### src/rtl/blit_seq_pkg.sv
package blit_seq_pkg;
  localparam int unsigned WORD_BITS = 16;
  localparam int unsigned WORD_LOG2 = 4;

  typedef logic [WORD_BITS-1:0] wmask_t;

  typedef enum logic [1:0] {
    CMD_ROW  = 2'd0,
    CMD_PRE  = 2'd1,
    CMD_WORD = 2'd2
  } cmd_kind_e;

  typedef enum logic [2:0] {
    ST_IDLE, ST_PREP, ST_ROW, ST_PRE, ST_WORD, ST_FIN
  } walk_st_e;

  localparam logic [7:0] MODE_NORMAL = 8'hE0;
  localparam logic [2:0] MODE_BLOCK  = 3'b100;
  localparam logic [7:0] PAGE_TAG    = 8'h0C;

  // keep pixels left of position lo (bit 15 = leftmost pixel)
  function automatic wmask_t keep_before(input logic [WORD_LOG2-1:0] lo);
    return ~(wmask_t'('1) >> lo);
  endfunction

  // keep pixels right of position lo
  function automatic wmask_t keep_after(input logic [WORD_LOG2-1:0] lo);
    return (wmask_t'('1) >> 1) >> lo;
  endfunction

  function automatic logic [WORD_LOG2-1:0] align_shift(input logic [WORD_LOG2-1:0] d,
                                                       input logic [WORD_LOG2-1:0] s);
    return d - s;
  endfunction

  function automatic logic needs_preread(input logic fwd,
                                         input logic [WORD_LOG2-1:0] d,
                                         input logic [WORD_LOG2-1:0] s);
    return fwd ? (d < s) : (d > s);
  endfunction
endpackage

### src/rtl/blit_setup.sv
module blit_setup
  import blit_seq_pkg::*;
#(
  parameter int XW = 11,
  parameter int YW = 10
) (
  input  logic [XW-1:0]                   sx,
  input  logic [XW-1:0]                   dx,
  input  logic [XW-1:0]                   w,
  input  logic [YW-1:0]                   sy,
  input  logic [YW-1:0]                   dy,
  input  logic [YW-1:0]                   h,
  output logic                            fwd,
  output logic                            pre,
  output logic                            empty,
  output logic [YW+XW-WORD_LOG2-1:0]      src_row0,
  output logic [YW+XW-WORD_LOG2-1:0]      dst_row0,
  output logic [XW-WORD_LOG2:0]           words,
  output wmask_t                          lead_keep,
  output wmask_t                          trail_keep,
  output logic [WORD_LOG2-1:0]            shift
);
  localparam int CW = XW - WORD_LOG2 + 1;

  logic [XW-1:0] sx_tail, dx_tail, d_first, d_last, s_first;
  logic [YW-1:0] sy_tail, dy_tail, s_row, d_row;
  logic [CW-1:0] col_hi, col_lo;

  always_comb begin
    sx_tail = sx + w - XW'(1);
    dx_tail = dx + w - XW'(1);
    sy_tail = sy + h - YW'(1);
    dy_tail = dy + h - YW'(1);
    fwd     = (dy <= sy);
    d_first = fwd ? dx : dx_tail;
    d_last  = fwd ? dx_tail : dx;
    s_first = fwd ? sx : sx_tail;
    s_row   = fwd ? sy : sy_tail;
    d_row   = fwd ? dy : dy_tail;
    col_hi  = fwd ? {1'b0, d_last[XW-1:WORD_LOG2]}  : {1'b0, d_first[XW-1:WORD_LOG2]};
    col_lo  = fwd ? {1'b0, d_first[XW-1:WORD_LOG2]} : {1'b0, d_last[XW-1:WORD_LOG2]};
    words   = col_hi - col_lo + CW'(1);
    lead_keep  = fwd ? keep_before(d_first[WORD_LOG2-1:0]) : keep_after(d_first[WORD_LOG2-1:0]);
    trail_keep = fwd ? keep_after(d_last[WORD_LOG2-1:0])   : keep_before(d_last[WORD_LOG2-1:0]);
    shift   = align_shift(dx[WORD_LOG2-1:0], sx[WORD_LOG2-1:0]);
    pre     = needs_preread(fwd, d_first[WORD_LOG2-1:0], s_first[WORD_LOG2-1:0]);
    empty   = (w == '0) || (h == '0);
  end

  assign src_row0 = {s_row, s_first[XW-1:WORD_LOG2]};
  assign dst_row0 = {d_row, d_first[XW-1:WORD_LOG2]};
endmodule

### src/rtl/blit_walker.sv
module blit_walker
  import blit_seq_pkg::*;
#(
  parameter int XW = 11,
  parameter int YW = 10
) (
  input  logic                        clk,
  input  logic                        rst_n,
  input  logic                        start,
  input  logic                        cmd_ready,
  input  logic                        fwd,
  input  logic                        pre,
  input  logic                        empty,
  input  logic [YW+XW-WORD_LOG2-1:0]  src_row0,
  input  logic [YW+XW-WORD_LOG2-1:0]  dst_row0,
  input  logic [YW-1:0]               rows,
  input  logic [XW-WORD_LOG2:0]       words,
  input  wmask_t                      lead_keep,
  input  wmask_t                      trail_keep,
  output logic                        cmd_valid,
  output cmd_kind_e                   cmd_kind,
  output logic [YW+XW-WORD_LOG2-1:0]  cmd_src,
  output logic [YW+XW-WORD_LOG2-1:0]  cmd_dst,
  output wmask_t                      cmd_keep,
  output logic                        busy,
  output logic                        active,
  output logic                        done,
  output logic                        prep_evt
);
  localparam int AW        = YW + XW - WORD_LOG2;
  localparam int CW        = XW - WORD_LOG2 + 1;
  localparam int ROW_WORDS = 1 << (XW - WORD_LOG2);

  walk_st_e        st;
  logic [AW-1:0]   src_rs, dst_rs, src_cur, dst_cur;
  logic [YW-1:0]   rows_left;
  logic [CW-1:0]   word_idx;

  logic [AW-1:0]   col_step, row_step;
  logic            cmd_fire, last_word_w, last_row_w, first_word_w;

  assign col_step     = fwd ? AW'(1) : {AW{1'b1}};
  assign row_step     = fwd ? AW'(ROW_WORDS) : (AW'(0) - AW'(ROW_WORDS));
  assign cmd_fire     = cmd_valid && cmd_ready;
  assign last_word_w  = (word_idx == (words - CW'(1)));
  assign first_word_w = (word_idx == '0);
  assign last_row_w   = (rows_left == YW'(1));
  assign prep_evt     = (st == ST_PREP);

  always_ff @(posedge clk) begin
    if (!rst_n) begin
      st        <= ST_IDLE;
      src_rs    <= '0;
      dst_rs    <= '0;
      src_cur   <= '0;
      dst_cur   <= '0;
      rows_left <= '0;
      word_idx  <= '0;
    end else begin
      case (st)
        ST_IDLE: if (start) st <= ST_PREP;
        ST_PREP: begin
          src_rs    <= src_row0;
          dst_rs    <= dst_row0;
          rows_left <= rows;
          word_idx  <= '0;
          st        <= empty ? ST_FIN : ST_ROW;
        end
        ST_ROW: if (cmd_fire) begin
          src_cur  <= src_rs;
          dst_cur  <= dst_rs;
          word_idx <= '0;
          st       <= pre ? ST_PRE : ST_WORD;
        end
        ST_PRE: if (cmd_fire) begin
          src_cur <= src_cur + col_step;
          st      <= ST_WORD;
        end
        ST_WORD: if (cmd_fire) begin
          src_cur  <= src_cur + col_step;
          dst_cur  <= dst_cur + col_step;
          word_idx <= word_idx + CW'(1);
          if (last_word_w) begin
            if (last_row_w) begin
              st <= ST_FIN;
            end else begin
              rows_left <= rows_left - YW'(1);
              src_rs    <= src_rs + row_step;
              dst_rs    <= dst_rs + row_step;
              st        <= ST_ROW;
            end
          end
        end
        ST_FIN:  st <= ST_IDLE;
        default: st <= ST_IDLE;
      endcase
    end
  end

  always_comb begin
    cmd_valid = (st == ST_ROW) || (st == ST_PRE) || (st == ST_WORD);
    cmd_kind  = (st == ST_ROW) ? CMD_ROW : ((st == ST_PRE) ? CMD_PRE : CMD_WORD);
    cmd_src   = (st == ST_ROW) ? src_rs : src_cur;
    cmd_dst   = (st == ST_ROW) ? dst_rs : dst_cur;
    cmd_keep  = '0;
    if (st == ST_WORD) begin
      if (first_word_w && last_word_w) cmd_keep = lead_keep | trail_keep;
      else if (first_word_w)           cmd_keep = lead_keep;
      else if (last_word_w)            cmd_keep = trail_keep;
    end
    busy   = (st != ST_IDLE);
    active = (st != ST_IDLE) && (st != ST_FIN);
    done   = (st == ST_FIN);
  end

  AST_STALL_HOLD: assert property (@(posedge clk) disable iff (!rst_n)
    (cmd_valid && !cmd_ready) |=> (cmd_valid && $stable(cmd_src) && $stable(cmd_dst) &&
                                   $stable(cmd_keep) && $stable(cmd_kind)));
  AST_PRE_THEN_WORD: assert property (@(posedge clk) disable iff (!rst_n)
    (cmd_fire && cmd_kind == CMD_PRE) |=> (cmd_kind == CMD_WORD && $stable(cmd_dst)));
  AST_FWD_SRC_STEP: assert property (@(posedge clk) disable iff (!rst_n)
    (cmd_fire && cmd_kind == CMD_WORD && !last_word_w && fwd)
      |=> (cmd_src == $past(cmd_src) + AW'(1)));
  AST_BWD_SRC_STEP: assert property (@(posedge clk) disable iff (!rst_n)
    (cmd_fire && cmd_kind == CMD_WORD && !last_word_w && !fwd)
      |=> (cmd_src == $past(cmd_src) - AW'(1)));
  AST_HDR_NEXT_LINE: assert property (@(posedge clk) disable iff (!rst_n)
    (cmd_fire && cmd_kind == CMD_WORD && last_word_w && !last_row_w)
      |=> (cmd_kind == CMD_ROW && cmd_valid));
  AST_DONE_PULSE: assert property (@(posedge clk) disable iff (!rst_n)
    done |=> (!done && !cmd_valid));
endmodule

### src/rtl/blit_copy_seq.sv
module blit_copy_seq
  import blit_seq_pkg::*;
#(
  parameter int XW         = 11,
  parameter int YW         = 10,
  parameter int PAGE_SHIFT = 16
) (
  input  logic                         clk,
  input  logic                         rst_n,
  input  logic                         start,
  input  logic [XW-1:0]                src_x,
  input  logic [YW-1:0]                src_y,
  input  logic [XW-1:0]                dst_x,
  input  logic [YW-1:0]                dst_y,
  input  logic [XW-1:0]                width,
  input  logic [YW-1:0]                height,
  output logic                         cmd_valid,
  input  logic                         cmd_ready,
  output logic [1:0]                   cmd_kind,
  output logic [YW+XW-WORD_LOG2-1:0]   cmd_src,
  output logic [YW+XW-WORD_LOG2-1:0]   cmd_dst,
  output logic [WORD_BITS-1:0]         cmd_keep,
  output logic [WORD_LOG2-1:0]         cmd_shift,
  output logic [7:0]                   cmd_page,
  output logic [7:0]                   mode,
  output logic                         busy,
  output logic                         done
);
  localparam int AW = YW + XW - WORD_LOG2;
  localparam int CW = XW - WORD_LOG2 + 1;

  logic [XW-1:0] sx_q, dx_q, w_q;
  logic [YW-1:0] sy_q, dy_q, h_q;

  logic          fwd, pre, empty, active, prep_evt;
  logic [AW-1:0] src_row0, dst_row0;
  logic [CW-1:0] words;
  wmask_t        lead_keep, trail_keep, keep_w;
  logic [WORD_LOG2-1:0] shift;
  cmd_kind_e     kind_w;

  always_ff @(posedge clk) begin
    if (!rst_n) begin
      sx_q <= '0; dx_q <= '0; w_q <= '0;
      sy_q <= '0; dy_q <= '0; h_q <= '0;
    end else if (start && !busy) begin
      sx_q <= src_x; dx_q <= dst_x; w_q <= width;
      sy_q <= src_y; dy_q <= dst_y; h_q <= height;
    end
  end

  blit_setup #(.XW(XW), .YW(YW)) u_setup (
    .sx(sx_q), .dx(dx_q), .w(w_q), .sy(sy_q), .dy(dy_q), .h(h_q),
    .fwd(fwd), .pre(pre), .empty(empty),
    .src_row0(src_row0), .dst_row0(dst_row0), .words(words),
    .lead_keep(lead_keep), .trail_keep(trail_keep), .shift(shift)
  );

  blit_walker #(.XW(XW), .YW(YW)) u_walk (
    .clk(clk), .rst_n(rst_n), .start(start), .cmd_ready(cmd_ready),
    .fwd(fwd), .pre(pre), .empty(empty),
    .src_row0(src_row0), .dst_row0(dst_row0), .rows(h_q), .words(words),
    .lead_keep(lead_keep), .trail_keep(trail_keep),
    .cmd_valid(cmd_valid), .cmd_kind(kind_w), .cmd_src(cmd_src), .cmd_dst(cmd_dst),
    .cmd_keep(keep_w), .busy(busy), .active(active), .done(done), .prep_evt(prep_evt)
  );

  assign cmd_kind  = kind_w;
  assign cmd_keep  = keep_w;
  assign cmd_shift = shift;
  assign cmd_page  = PAGE_TAG | 8'(cmd_dst >> PAGE_SHIFT);
  assign mode      = active ? {MODE_BLOCK, 1'b0, shift} : MODE_NORMAL;

  AST_EMPTY_FINISH: assert property (@(posedge clk) disable iff (!rst_n)
    (prep_evt && empty) |=> (done && !cmd_valid));
  AST_SHIFT_STABLE: assert property (@(posedge clk) disable iff (!rst_n)
    (cmd_valid && $past(cmd_valid)) |-> $stable(cmd_shift));
endmodule

### config.mk
export PLATFORM = sky130hd
export DESIGN_NAME = blit_copy_seq
export DESIGN_NICKNAME = d
export VERILOG_FILES = /design/src/rtl/blit_seq_pkg.sv /design/src/rtl/blit_setup.sv /design/src/rtl/blit_walker.sv /design/src/rtl/blit_copy_seq.sv
export SDC_FILE = /design/constraint.sdc
export NUM_CORES = 1
export LEC_CHECK = 0
export ABC_AREA = 1
export BUFFER_PORTS_ARGS = -buffer_cell sky130_fd_sc_hd__clkbuf_2
export CORE_MARGIN = 10
export CORE_UTILIZATION = 43
export DETAILED_ROUTE_END_ITERATION = 6
export SKIP_LAST_GASP = 1
export SYNTH_ARGS = -nofsm -noshare
export SYNTH_HDL_FRONTEND = slang
export SYNTH_SLANG_ARGS = --single-unit
### constraint.sdc
create_clock -name clk -period 4.75 [get_ports clk]
set_input_delay 0.7125 -clock clk [delete_from_list [all_inputs] [get_ports clk]]
set_output_delay 0.7125 -clock clk [all_outputs]
set_load 0.02 [all_outputs]
==> key figures <==
Outcome
  • Status: finished, violations left
  • Violated checks: negative setup slack

Yosys
  • Mux share of post-synthesis cell area: 0%
  • Adder-Cell Fraction of Synth Area: 10.5%
  • Sequential area share after synthesis: 22.5%
  • Gate Count Post-Synth: 2187
  • Yosys cell types: 52
  • Post-synthesis area per instance: 6.18 um2
  • Post-Synth Simple-Gate Area: 26.0%
  • Top_reg_cell synth: dfxtp_1
  • YS warnings: 0
  • Cell Area, Synth: 13500 um2
  • Register bit total from synthesis: 152
  • Post-synth EDFFs: 0
  • Compound-gate portion of the synthesized area: 22.9%
  • Main combinational cell family by area after synthesis: simple AND/OR/NAND/NOR gates
  • Xor-xnor portion of the synthesized cell area: 4.21%
  • Ys async rst share: 0%

CTS
  • Clock-pin slew on the worst setup and hold paths: 0.07 ns
  • Clock Tree Buf Depth: 2
  • Sink Count: 152
  • CTS tree: yes
  • CTS Root Cell: clkbuf_16
  • H-tree depth: 4
  • Clk_lat worst skew: 0.46 ns
  • TritonCTS buffer count: 17
  • Hold buffer count at CTS: 0

Layout
  • Layout Utilization: 50.9%
  • Share of cells above drive strength 1: 15.4%
  • Number of nets in the layout: 2490
  • P&R area growth vs syn: 16.0%

Global routing
  • First-pass GRT wire length: 70900 um
  • Overall global routing resource usage: 22.5%
  • Total gr overflow: 0
  • Largest net degree at the start of global routing: 99
  • Antenna violations before repair: 0
  • Vias in the first global route: 13400

Critical path
  • CP Class: flip-flop to primary output
  • Crit-path max FO: 4
  • Slowest stage cell, crit path: fa_2
  • Critical Path Start Type: flip-flop
  • Critical path endpoint category: primary output
  • CP top delay family: buffers and inverters
  • WP data required: 4.04 ns
  • Crit path arrival time: 4.53 ns
  • WP buf/inv: 11
  • Worst path most repeated cell: buf_4
  • Slowest stage delay, CP: 0.54 ns

Timing
  • RSZ-0062 raised after global routing: true
  • Actual slew at the worst max-slew pin: 1.04 ns
  • Relative slew slack: 30.3%
  • Worst Setup Slack, final: -0.494 ns
  • Final Cycle Share: 110%
  • Final max-slew violation count: 0
  • Final setup fails: 16
  • Worst Clk Skew: 0.0110 ns
  • Highest clock rate: 191 MHz
  • Period minus WS final: 5.24 ns
  • Fin. Hold Viols: 0

Floorplan
  • I/O pin cnt: 142
  • Rows: 64
  • CORE AREA: 30800 um2
  • Die Wd: 197 um
  • Die height: 197 um
  • Initial Utilization: 43.9%
  • Die Area: 38900 um2

Detailed routing
  • WL per Instance: 16.4 um
  • Routed WL: 44600 um
  • Vias: 14500
  • Antenna viol nets, final: 0
  • Vias/cell: 5.31
  • DRT iter0 DRCs: 1163
  • Drc violations: 0
  • First drt pass iteration count: 6

Placed design
  • Final HPWL DP: 33300 um
  • Buffers on Ports: 132
  • RePlAce Congestion: 0.944

Run
  • Max-cap check violation count: 0

Min path
  • Tightest Hold Check Type: flip-flop to flip-flop
Yosys cell counts (all sizes together), types with 22 or more instances:
cell,number,area share [%]
nand2,518,14
inv,355,9.9
a21oi,251,9.5
o21ai,233,8.8
dfxtp,152,23
nor2,143,4.2
ha,104,9.6
nand3,100,3.9
clkbuf,61,1.7
buf,44,2.2
xor2,43,2.8
o41ai,28,1.8
xnor2,22,1.4
kinds of logic (layout without fill, tap and decap cells):
group,count (synthesis),count (layout)
simple gates,831,831
compound gates,563,563
buf+inv,464,596
flops,152,152
fa+ha+maj,110,110
xor+xnor,65,65
other cells,2,10
worst reg2reg max path: stages (launching register included):
cell	delay [ns]
dfxtp_1	0.33
inv_1	0.06
ha_1	0.28
inv_1	0.10
ha_4	0.22
a21oi_2	0.17
o21ai_1	0.10
a21o_1	0.18
a21oi_1	0.12
nor2_1	0.05
nor2_1	0.11
xor2_1	0.16
inv_1	0.09
ha_4	0.29
inv_1	0.04
o21bai_1	0.20
nor2_1	0.08
o21ai_1	0.10
xnor2_1	0.16
xor2_1	0.24
buf_4	0.15
nor2_1	0.03
nand3_1	0.09
nand2_2	0.10
nand3_4	0.21
clkinvlp_2	0.32
buf_4	0.25
a21oi_1	0.11
cells in the final DEF (no fill, tap or decap), types with 9 or more instances in the layout:
master / n
clkbuf_16: 17
nand2_1: 510
clkbuf_2: 117
nand3_1: 92
xnor2_1: 21
xor2_1: 41
o21ai_2: 9
a21oi_1: 234
o21ai_0: 200
ha_1: 95
o21ai_1: 24
a31oi_1: 9
nand3b_1: 18
o41ai_1: 28
nor3_1: 13
o211ai_1: 11
dfxtp_1: 149
inv_2: 30
nor2_2: 10
nand4_1: 9
buf_4: 73
a21oi_2: 16
conb_1: 9
inv_1: 324
nor2_1: 130
or2_2: 15
path summary, 6_finish.rpt:
path / startpoint / to / slack [ns] / cells after the start
worst max-delay path: dx_q[4] / cmd_keep[1] / -0.49 / 25
worst min-delay path: u_walk.dst_rs[5] / u_walk.dst_rs[5] / 0.47 / 2
worst max register to register: dx_q[3] / u_walk.src_rs[11] / 0.36 / 27
worst min register to register: u_walk.dst_rs[5] / u_walk.dst_rs[5] / 0.47 / 2
layout make-up:
| type | count | area [um2] |
|---|---|---|
| fillers | 3200 | 15100 |
| multi-input cells | 1578 | 8890 |
| flip-flops and latches | 152 | 3050 |
| inverters | 359 | 1350 |
| repair buffers | 204 | 1320 |
| well taps | 396 | 495 |
| clock buffers | 19 | 433 |
| clock inverters | 13 | 145 |
| repair inverters | 1 | 5.00 |
| diodes | 1 | 2.50 |
timing repair:
item / in CTS / in global routing
resized for setup: 55 / 29
pin swaps: 30 / 22
gates cloned: 0 / 1
endpoints found under the setup margin: 16 / 49
setup buffers: 13 / 9
sequential cells by signal, summed over array words and instances, names as in the netlist, 11 cells and up:
register,cells
w_q,11
u_walk.src_rs,17
sx_q,11
u_walk.dst_cur,17
u_walk.dst_rs,17
dx_q,11
u_walk.src_cur,17
per-stage QoR:
step	TNS, ns	cell area [um2]	hold slack (ns)	setup WS (ns)	std cells
CTS	-15.85	15600	0.468	-0.445	2718
floorplan	0	13600	0.445	0.00803	2194
finish	-7.25	15700	0.472	-0.494	2723
global route	-12.14	15700	0.498	-0.809	2722
detailed placement	-1.79	14700	0.458	-0.212	2673
global placement	-1.69	14700	0.453	-0.216	2673
per-layer routing:
metal	global-route usage (%)	vias up	wire [um]
met5	0	-	0
met2	34.1	455	18900
met4	5.44	0	613
met3	5.25	34	3320
li1	-	7341	-
met1	31.4	6637	21800
Power is not shown: default switching activity piles up to over one toggle a cycle in this logic, so the estimate is an artifact.
